File: src/rtl/onfi_seq_pkg.sv
package onfi_seq_pkg;
  typedef enum logic [2:0] {
    ST_IDLE     = 3'd0,
    ST_SEL      = 3'd1,
    ST_SET      = 3'd2,
    ST_GET      = 3'd3,
    ST_REL_OK   = 3'd4,
    ST_REL_FAIL = 3'd5
  } seq_state_t;

  localparam logic [1:0] STAT_NONE = 2'd0;
  localparam logic [1:0] STAT_OK   = 2'd1;
  localparam logic [1:0] STAT_SKIP = 2'd2;
  localparam logic [1:0] STAT_FAIL = 2'd3;

  localparam logic [7:0] FEAT_TIMING = 8'h01;
  localparam logic [2:0] MODE_TOP    = 3'd5;
  localparam logic [2:0] MODE_NEXT   = 3'd4;
endpackage

File: src/rtl/onfi_mode_pick.sv
module onfi_mode_pick #(
  parameter int MASK_W = 8
) (
  input  logic [MASK_W-1:0] mask_i,
  output logic              ok_o,
  output logic [2:0]        mode_o
);
  import onfi_seq_pkg::*;

  always_comb begin
    ok_o   = 1'b0;
    mode_o = 3'd0;
    if (mask_i[MODE_TOP]) begin
      ok_o   = 1'b1;
      mode_o = MODE_TOP;
    end else if (mask_i[MODE_NEXT]) begin
      ok_o   = 1'b1;
      mode_o = MODE_NEXT;
    end
  end

  // a valid pick is mode 5 or 4, and 5 wins whenever offered
  always_comb begin
    if (ok_o) assert_pick_legal_R2: assert (mode_o == MODE_TOP || mode_o == MODE_NEXT);
    if (mask_i[MODE_TOP]) assert_pick_top_R2: assert (ok_o && mode_o == MODE_TOP);
  end
endmodule

File: src/rtl/onfi_cmd_wdog.sv
module onfi_cmd_wdog #(
  parameter int LIMIT = 4096
) (
  input  logic clk,
  input  logic rst_n,
  input  logic wait_i,
  output logic expire_o
);
  localparam int CNT_W = (LIMIT > 1) ? $clog2(LIMIT) : 1;
  localparam logic [CNT_W-1:0] LAST = CNT_W'(LIMIT - 1);

  logic [CNT_W-1:0] cnt_q, cnt_d;
  logic             cnt_en;

  assign expire_o = wait_i && (cnt_q == LAST);

  always_comb begin
    cnt_en = 1'b1;
    if (!wait_i || expire_o) cnt_d = '0;
    else                     cnt_d = cnt_q + 1'b1;
  end

  always_ff @(posedge clk or negedge rst_n) begin
    if (!rst_n)      cnt_q <= '0;
    else if (cnt_en) cnt_q <= cnt_d;
  end

  // once expired, the sequencer must drop its wait and the counter restarts
  assert_wdog_clear_R9: assert property (@(posedge clk) disable iff (!rst_n)
    expire_o |=> (cnt_q == '0) && !expire_o);
endmodule

File: src/rtl/onfi_mode_seq.sv
module onfi_mode_seq #(
  parameter int MASK_W      = 8,
  parameter int WDOG_CYCLES = 4096
) (
  input  logic              clk,
  input  logic              rst_n,
  input  logic              start_i,
  input  logic              onfi_cap_i,
  input  logic              plat_ok_i,
  input  logic [MASK_W-1:0] mode_mask_i,
  output logic              cs_req_o,
  output logic              cmd_req_o,
  output logic              cmd_is_get_o,
  output logic [7:0]        cmd_addr_o,
  output logic [31:0]       cmd_param_o,
  input  logic              cmd_done_i,
  input  logic              cmd_err_i,
  input  logic [7:0]        cmd_rdata_i,
  output logic              busy_o,
  output logic [2:0]        mode_o,
  output logic              clk_fast_o,
  output logic              edo_en_o,
  output logic [1:0]        status_o
);
  import onfi_seq_pkg::*;

  seq_state_t state_q, state_d;
  logic [2:0] cur_mode_q, cur_mode_d;
  logic       cur_en;
  logic [2:0] mode_q, mode_d;
  logic       fast_q, fast_d;
  logic       edo_q, edo_d;
  logic [1:0] stat_q, stat_d;
  logic       out_en;

  logic       pick_ok;
  logic [2:0] pick_mode;
  logic       accept, go, timeout, cmd_bad, get_match;

  onfi_mode_pick #(.MASK_W(MASK_W)) u_pick (
    .mask_i (mode_mask_i),
    .ok_o   (pick_ok),
    .mode_o (pick_mode)
  );

  onfi_cmd_wdog #(.LIMIT(WDOG_CYCLES)) u_wdog (
    .clk      (clk),
    .rst_n    (rst_n),
    .wait_i   (cmd_req_o && !cmd_done_i),
    .expire_o (timeout)
  );

  assign accept    = start_i && (state_q == ST_IDLE);
  assign go        = accept && onfi_cap_i && plat_ok_i && pick_ok;
  assign cmd_bad   = (cmd_done_i && cmd_err_i) || timeout;
  assign get_match = cmd_done_i && !cmd_err_i && (cmd_rdata_i == {5'd0, cur_mode_q});

  always_comb begin
    state_d = state_q;
    unique case (state_q)
      ST_IDLE:     if (go) state_d = ST_SEL;
      ST_SEL:      state_d = ST_SET;
      ST_SET: begin
        if (cmd_bad)         state_d = ST_REL_FAIL;
        else if (cmd_done_i) state_d = ST_GET;
      end
      ST_GET: begin
        if (get_match)                 state_d = ST_REL_OK;
        else if (cmd_done_i || timeout) state_d = ST_REL_FAIL;
      end
      ST_REL_OK:   state_d = ST_IDLE;
      ST_REL_FAIL: state_d = ST_IDLE;
      default:     state_d = ST_IDLE;
    endcase
  end

  always_comb begin
    cur_en     = go;
    cur_mode_d = pick_mode;
    out_en     = 1'b0;
    mode_d     = mode_q;
    fast_d     = fast_q;
    edo_d      = edo_q;
    stat_d     = stat_q;
    if (accept) begin
      out_en = 1'b1;
      mode_d = 3'd0;
      fast_d = 1'b0;
      edo_d  = 1'b0;
      stat_d = go ? STAT_NONE : STAT_SKIP;
    end else if (state_q == ST_REL_OK) begin
      out_en = 1'b1;
      mode_d = cur_mode_q;
      fast_d = (cur_mode_q == MODE_TOP);
      edo_d  = 1'b1;
      stat_d = STAT_OK;
    end else if (state_q == ST_REL_FAIL) begin
      out_en = 1'b1;
      mode_d = 3'd0;
      fast_d = 1'b0;
      edo_d  = 1'b0;
      stat_d = STAT_FAIL;
    end
  end

  always_ff @(posedge clk or negedge rst_n) begin
    if (!rst_n) begin
      state_q    <= ST_IDLE;
      cur_mode_q <= 3'd0;
      mode_q     <= 3'd0;
      fast_q     <= 1'b0;
      edo_q      <= 1'b0;
      stat_q     <= STAT_NONE;
    end else begin
      state_q <= state_d;
      if (cur_en) cur_mode_q <= cur_mode_d;
      if (out_en) begin
        mode_q <= mode_d;
        fast_q <= fast_d;
        edo_q  <= edo_d;
        stat_q <= stat_d;
      end
    end
  end

  assign cs_req_o     = (state_q == ST_SEL) || (state_q == ST_SET) || (state_q == ST_GET);
  assign cmd_req_o    = (state_q == ST_SET) || (state_q == ST_GET);
  assign cmd_is_get_o = (state_q == ST_GET);
  assign cmd_addr_o   = FEAT_TIMING;
  assign cmd_param_o  = {24'd0, 5'd0, cur_mode_q};
  assign busy_o       = (state_q != ST_IDLE);
  assign mode_o       = mode_q;
  assign clk_fast_o   = fast_q;
  assign edo_en_o     = edo_q;
  assign status_o     = stat_q;

  // no command without chip select
  assert_cs_cover_cmd_R3: assert property (@(posedge clk) disable iff (!rst_n)
    cmd_req_o |-> cs_req_o);
  // a command never starts in the same cycle the chip is selected
  assert_cs_lead_R3: assert property (@(posedge clk) disable iff (!rst_n)
    $rose(cmd_req_o) |-> $past(cs_req_o));
  // chip released before a final status appears
  assert_release_first_R6: assert property (@(posedge clk) disable iff (!rst_n)
    ((status_o == STAT_OK || status_o == STAT_FAIL) && $past(status_o) == STAT_NONE)
      |-> !$past(cs_req_o));
  // EDO only with success, a legal mode and the matching clock
  assert_edo_ok_R7: assert property (@(posedge clk) disable iff (!rst_n)
    edo_en_o |-> (status_o == STAT_OK) && (mode_o == MODE_TOP || mode_o == MODE_NEXT)
                 && (clk_fast_o == (mode_o == MODE_TOP)));
  // failure leaves EDO off
  assert_fail_plain_R8: assert property (@(posedge clk) disable iff (!rst_n)
    (status_o == STAT_FAIL) |-> !edo_en_o && !clk_fast_o);
  // a pending request is held with stable contents until done or timeout
  assert_req_hold_R9: assert property (@(posedge clk) disable iff (!rst_n)
    (cmd_req_o && !cmd_done_i && !timeout) |=>
      cmd_req_o && $stable(cmd_is_get_o) && $stable(cmd_param_o));
  // status frozen while busy after the start cycle
  assert_status_hold_R10: assert property (@(posedge clk) disable iff (!rst_n)
    (busy_o && $past(busy_o) && state_q != ST_REL_OK && state_q != ST_REL_FAIL)
      |=> $stable(status_o) || !$past(busy_o, 1) );
endmodule

File: config.mk
export PLATFORM = sky130hd
export DESIGN_NAME = onfi_mode_seq
export DESIGN_NICKNAME = d
export VERILOG_FILES = /design/src/rtl/onfi_seq_pkg.sv /design/src/rtl/onfi_mode_pick.sv /design/src/rtl/onfi_cmd_wdog.sv /design/src/rtl/onfi_mode_seq.sv
export SDC_FILE = /design/constraint.sdc
export NUM_CORES = 1
export LEC_CHECK = 0
export ABC_AREA = 1
export BUFFER_PORTS_ARGS = -buffer_cell sky130_fd_sc_hd__buf_2
export CAP_MARGIN = 20
export CORE_MARGIN = 4
export CORE_UTILIZATION = 46
export CTS_CLUSTER_SIZE = 30
export DETAILED_ROUTE_END_ITERATION = 10
export PLACE_DENSITY = 0.78
export SYNTH_ARGS = -nofsm -noshare
export SYNTH_HDL_FRONTEND = slang
export SYNTH_SLANG_ARGS = --single-unit
File: constraint.sdc
create_clock -name clk -period 1.45 [get_ports clk]
set_input_delay 0.145 -clock clk [delete_from_list [all_inputs] [get_ports clk]]
set_output_delay 0.145 -clock clk [all_outputs]
set_load 0.03 [all_outputs]
==> metrics.yaml <==
synth:
  netlist_area_mm2: 0.00151
  synth.avg_cell_area_um2: 7.72
  ys_seq_area_share_pct: 38.0
  synth_seq_cells: 23
  synth_edf_count: 0
  ys_top_cells_by_area: "dfrtp_1, buf_4, nand2_1, nor2_1, inv_1"
  synthArstFlopShare_pct: 100
  yosysTopAreaCell: "dfrtp_1"
  yosysUniqueCellTypes: 27
  yosys_warnings: 0
  synth_cells: 196
  yosysTopAreaCellShare_pct: 38.0
  synth_ff_type: "dfrtp_1"
timing:
  timing_hold_violations_final: 0
  rsz0062_at_grt: "yes"
  slew_headroom_pct: 66.5
  tightest_slew_ns: 0.503
  hold_slack_ns: 0.0467
  max_freq_mhz: 704
  slew_viol_final: 0
  finalSetupViolCount: 0
  fin_crit_sh_pct: 98.0
  finClkSkew_ns: 0.00432
  period_needed_ns: 1.42
cells_and_area:
  post-route-util_pct: 54.3
  antennaDiodeCount: 0
  final_cell_area_mm2: 0.00168
  area_delta_synth_final_pct: 11.3
  drive_gt1_share_pct: 27.2
  final_cell_mix: "conb_1, nand2_1, buf_2"
  final_nets: 260
  layout_commonest_cell: "conb_1"
floorplan:
  dieHeight_um: 65.3
  floorplan.rows: 20
  die_area_mm2: 0.00427
  initial_core_util_pct: 48.8
  die_w_um: 65.3
  core_mm2: 0.00310
  ioPinCount: 74
global_routing:
  overflow: 0
  grt_antenna_before_repair: 0
  grt_pass1_vias: 985
  grt_max_degree: 24
  grt_pass1_wl_um: 4060
  grt_use_total_pct: 12.2
setup_path:
  crit_buf_inv: 1
  crit_path_max_incr_delay_ns: 0.39
  crit_path_max_fanout: 5
  cp_num_cells: 9
  worstSetupStartpointType: "flip-flop"
  cp.arrival_ns: 1.64
  worstSetupPathType: "flip-flop to flip-flop"
  cp_slowest_cell: "dfrtp_1"
  critPathRequiredTime_ns: 1.66
  critical_path.endpoint_type: "flip-flop"
  cp_cell_sequence: "ha_2 -> nand2_2 -> nor2_4 -> inv_2 -> nor2_4 -> nand2_2 -> nor2_2 -> xnor2_1 -> nor2_1"
  rr_worst_depth: 9
  critPathTopFamily: "simple AND/OR/NAND/NOR gates"
route:
  ant_nets: 0
  vias_per_cell: 4.20
  vias: 1173
  avgRoutedWirePerCell_um: 9.15
  routed_wl_um: 2550
  drc: 0
  firstDrtPassIters: 4
  drt_iter0_markers: 20
clock_tree:
  cts_buffers: 3
  clkSlewWorstSetupHoldPaths_ns: 0.12
  htree_levels: 1
  clockBufferDepth: 2
  cts_tree: "yes"
  cts_sinks: 23
  clock_latency_ns: 0.31
  clockRootBuffer: "clkbuf_4"
power:
  p_int_mw: 1.24
  p_sw_mw: 1.10
  seqPwrFrac_pct: 35.9
  p_comb_share_pct: 51.8
  vdd_drop_max_uv: 772
  share_clk_of_total_power_pct: 12.3
  switching_share_pct: 47.1
  leakage_nw: 0.905
  power.density_mw_per_mm2: 1390
place:
  dp_hpwl_um: 2050
  placed_area_mm2: 0.00158
  port_buffers: 28
  gp_congestion: 0.813
job:
  max-cap-violations: 0
run_status:
  status: "completed"
hold_path:
  hold_path.class: "primary input to flip-flop"
  whs_path_depth: 3
==> worst paths after layout <==
| path | start | to | slack (ns) |
|---|---|---|---|
| setup / recovery | u_wdog.cnt_q[0]$_DFF_PN0_ | u_wdog.cnt_q[10]$_DFF_PN0_ | 0.03 |
| hold / removal | mode_mask_i[5] | cur_mode_q[0]$_DFFE_PN0P_ | 0.05 |
| setup reg to reg | u_wdog.cnt_q[0]$_DFF_PN0_ | u_wdog.cnt_q[10]$_DFF_PN0_ | 0.03 |
| hold reg to reg | u_wdog.cnt_q[0]$_DFF_PN0_ | u_wdog.cnt_q[0]$_DFF_PN0_ | 0.47 |
| max in group asynchronous | rst_n | u_wdog.cnt_q[7]$_DFF_PN0_ | 0.79 |
| min in group asynchronous | rst_n | u_wdog.cnt_q[9]$_DFF_PN0_ | 0.33 |
==> cell usage after synthesis, types with 3 or more instances <==
| cell type | n |
|---|---|
| xor2_1 | 3 |
| nand3_1 | 12 |
| nand2_2 | 4 |
| buf_4 | 39 |
| o21ai_0 | 9 |
| inv_1 | 17 |
| nor2_2 | 6 |
| dfrtp_1 | 23 |
| nor2_1 | 27 |
| nand2_1 | 34 |
==> cells by family (layout without fill, tap and decap cells) <==
family	count (synthesis)	after routing	share of synthesized area [%]
AND/OR/NAND/NOR	88	88	26.1
buffers and inverters	60	62	25.1
flip-flops	23	23	38.0
AO/OA/AOI/OAI	18	18	7.03
XOR/XNOR	4	4	2.32
other	2	39	0.496
adder cells (fa/ha/maj)	1	1	0.827
==> metal layers <==
| layer | GRT usage (%) | share of wire (%) |
|---|---|---|
| met5 | 0 | 0 |
| met4 | 6.22 | 2.2 |
| met3 | 2.74 | 8.7 |
| met2 | 20.4 | 46 |
| met1 | 14.8 | 43 |
==> flip-flops by register name, summed over array words and instances, names as in the netlist <==
name	cells
edo_en_o	1
u_wdog.cnt_q	12
mode_o	2
clk_fast_o	1
state_q	3
cur_mode_q	2
status_o	2
==> worst register-to-register path: stages, from the launching register on <==
cell and delay [ns]:
dfrtp_1 0.39, ha_2 0.20, nand2_2 0.08, nor2_4 0.17, inv_2 0.07, nor2_4 0.10, nand2_2 0.05, nor2_2 0.09
xnor2_1 0.13, nor2_1 0.05
==> area by class of cell <==
class | instances | area [µm²]
Timing Repair Buffer | 39 | 231
Tap cell | 44 | 55.1
Clock inverter | 1 | 5.00
Inverter | 19 | 71.3
Fill cell | 292 | 1420
Sequential cell | 23 | 576
Clock buffer | 3 | 22.5
Multi-Input combinational cell | 150 | 723
==> metrics by stage <==
step	total power [mW]	setup TNS, ns	setup WS [ns]	instances
after CTS	2.30	0	0.00705	275
after floorplan	1.77	0	0.116	233
after detailed placement	2.00	0	0.0369	270
final	2.35	0	0.0288	279
after global placement	1.99	0	0.0619	270
after global routing	2.54	-0.417	-0.0960	279
==> repair_timing <==
action                                  in CTS  in global routing
resized for setup                            1                 10
pin swaps                                    0                  4
endpoints found under the setup margin       1                 16
hold buffers                                 1                  0
endpoints found under the hold margin       23                  0
setup buffers                                0                  4
==> power by group through the flow <==
stage / Clock [mW] / Combinational, mW / Sequential (mW)
4_1_cts: 0.304 / 1.16 / 0.834
5_1_grt: 0.329 / 1.35 / 0.862
3_5_place_dp: 0 / 1.15 / 0.849
2_1_floorplan: 0 / 0.756 / 1.01
6_report: 0.288 / 1.22 / 0.843
3_3_place_gp: 0 / 1.15 / 0.843
Note: power is estimated with default switching activity, not from simulation.
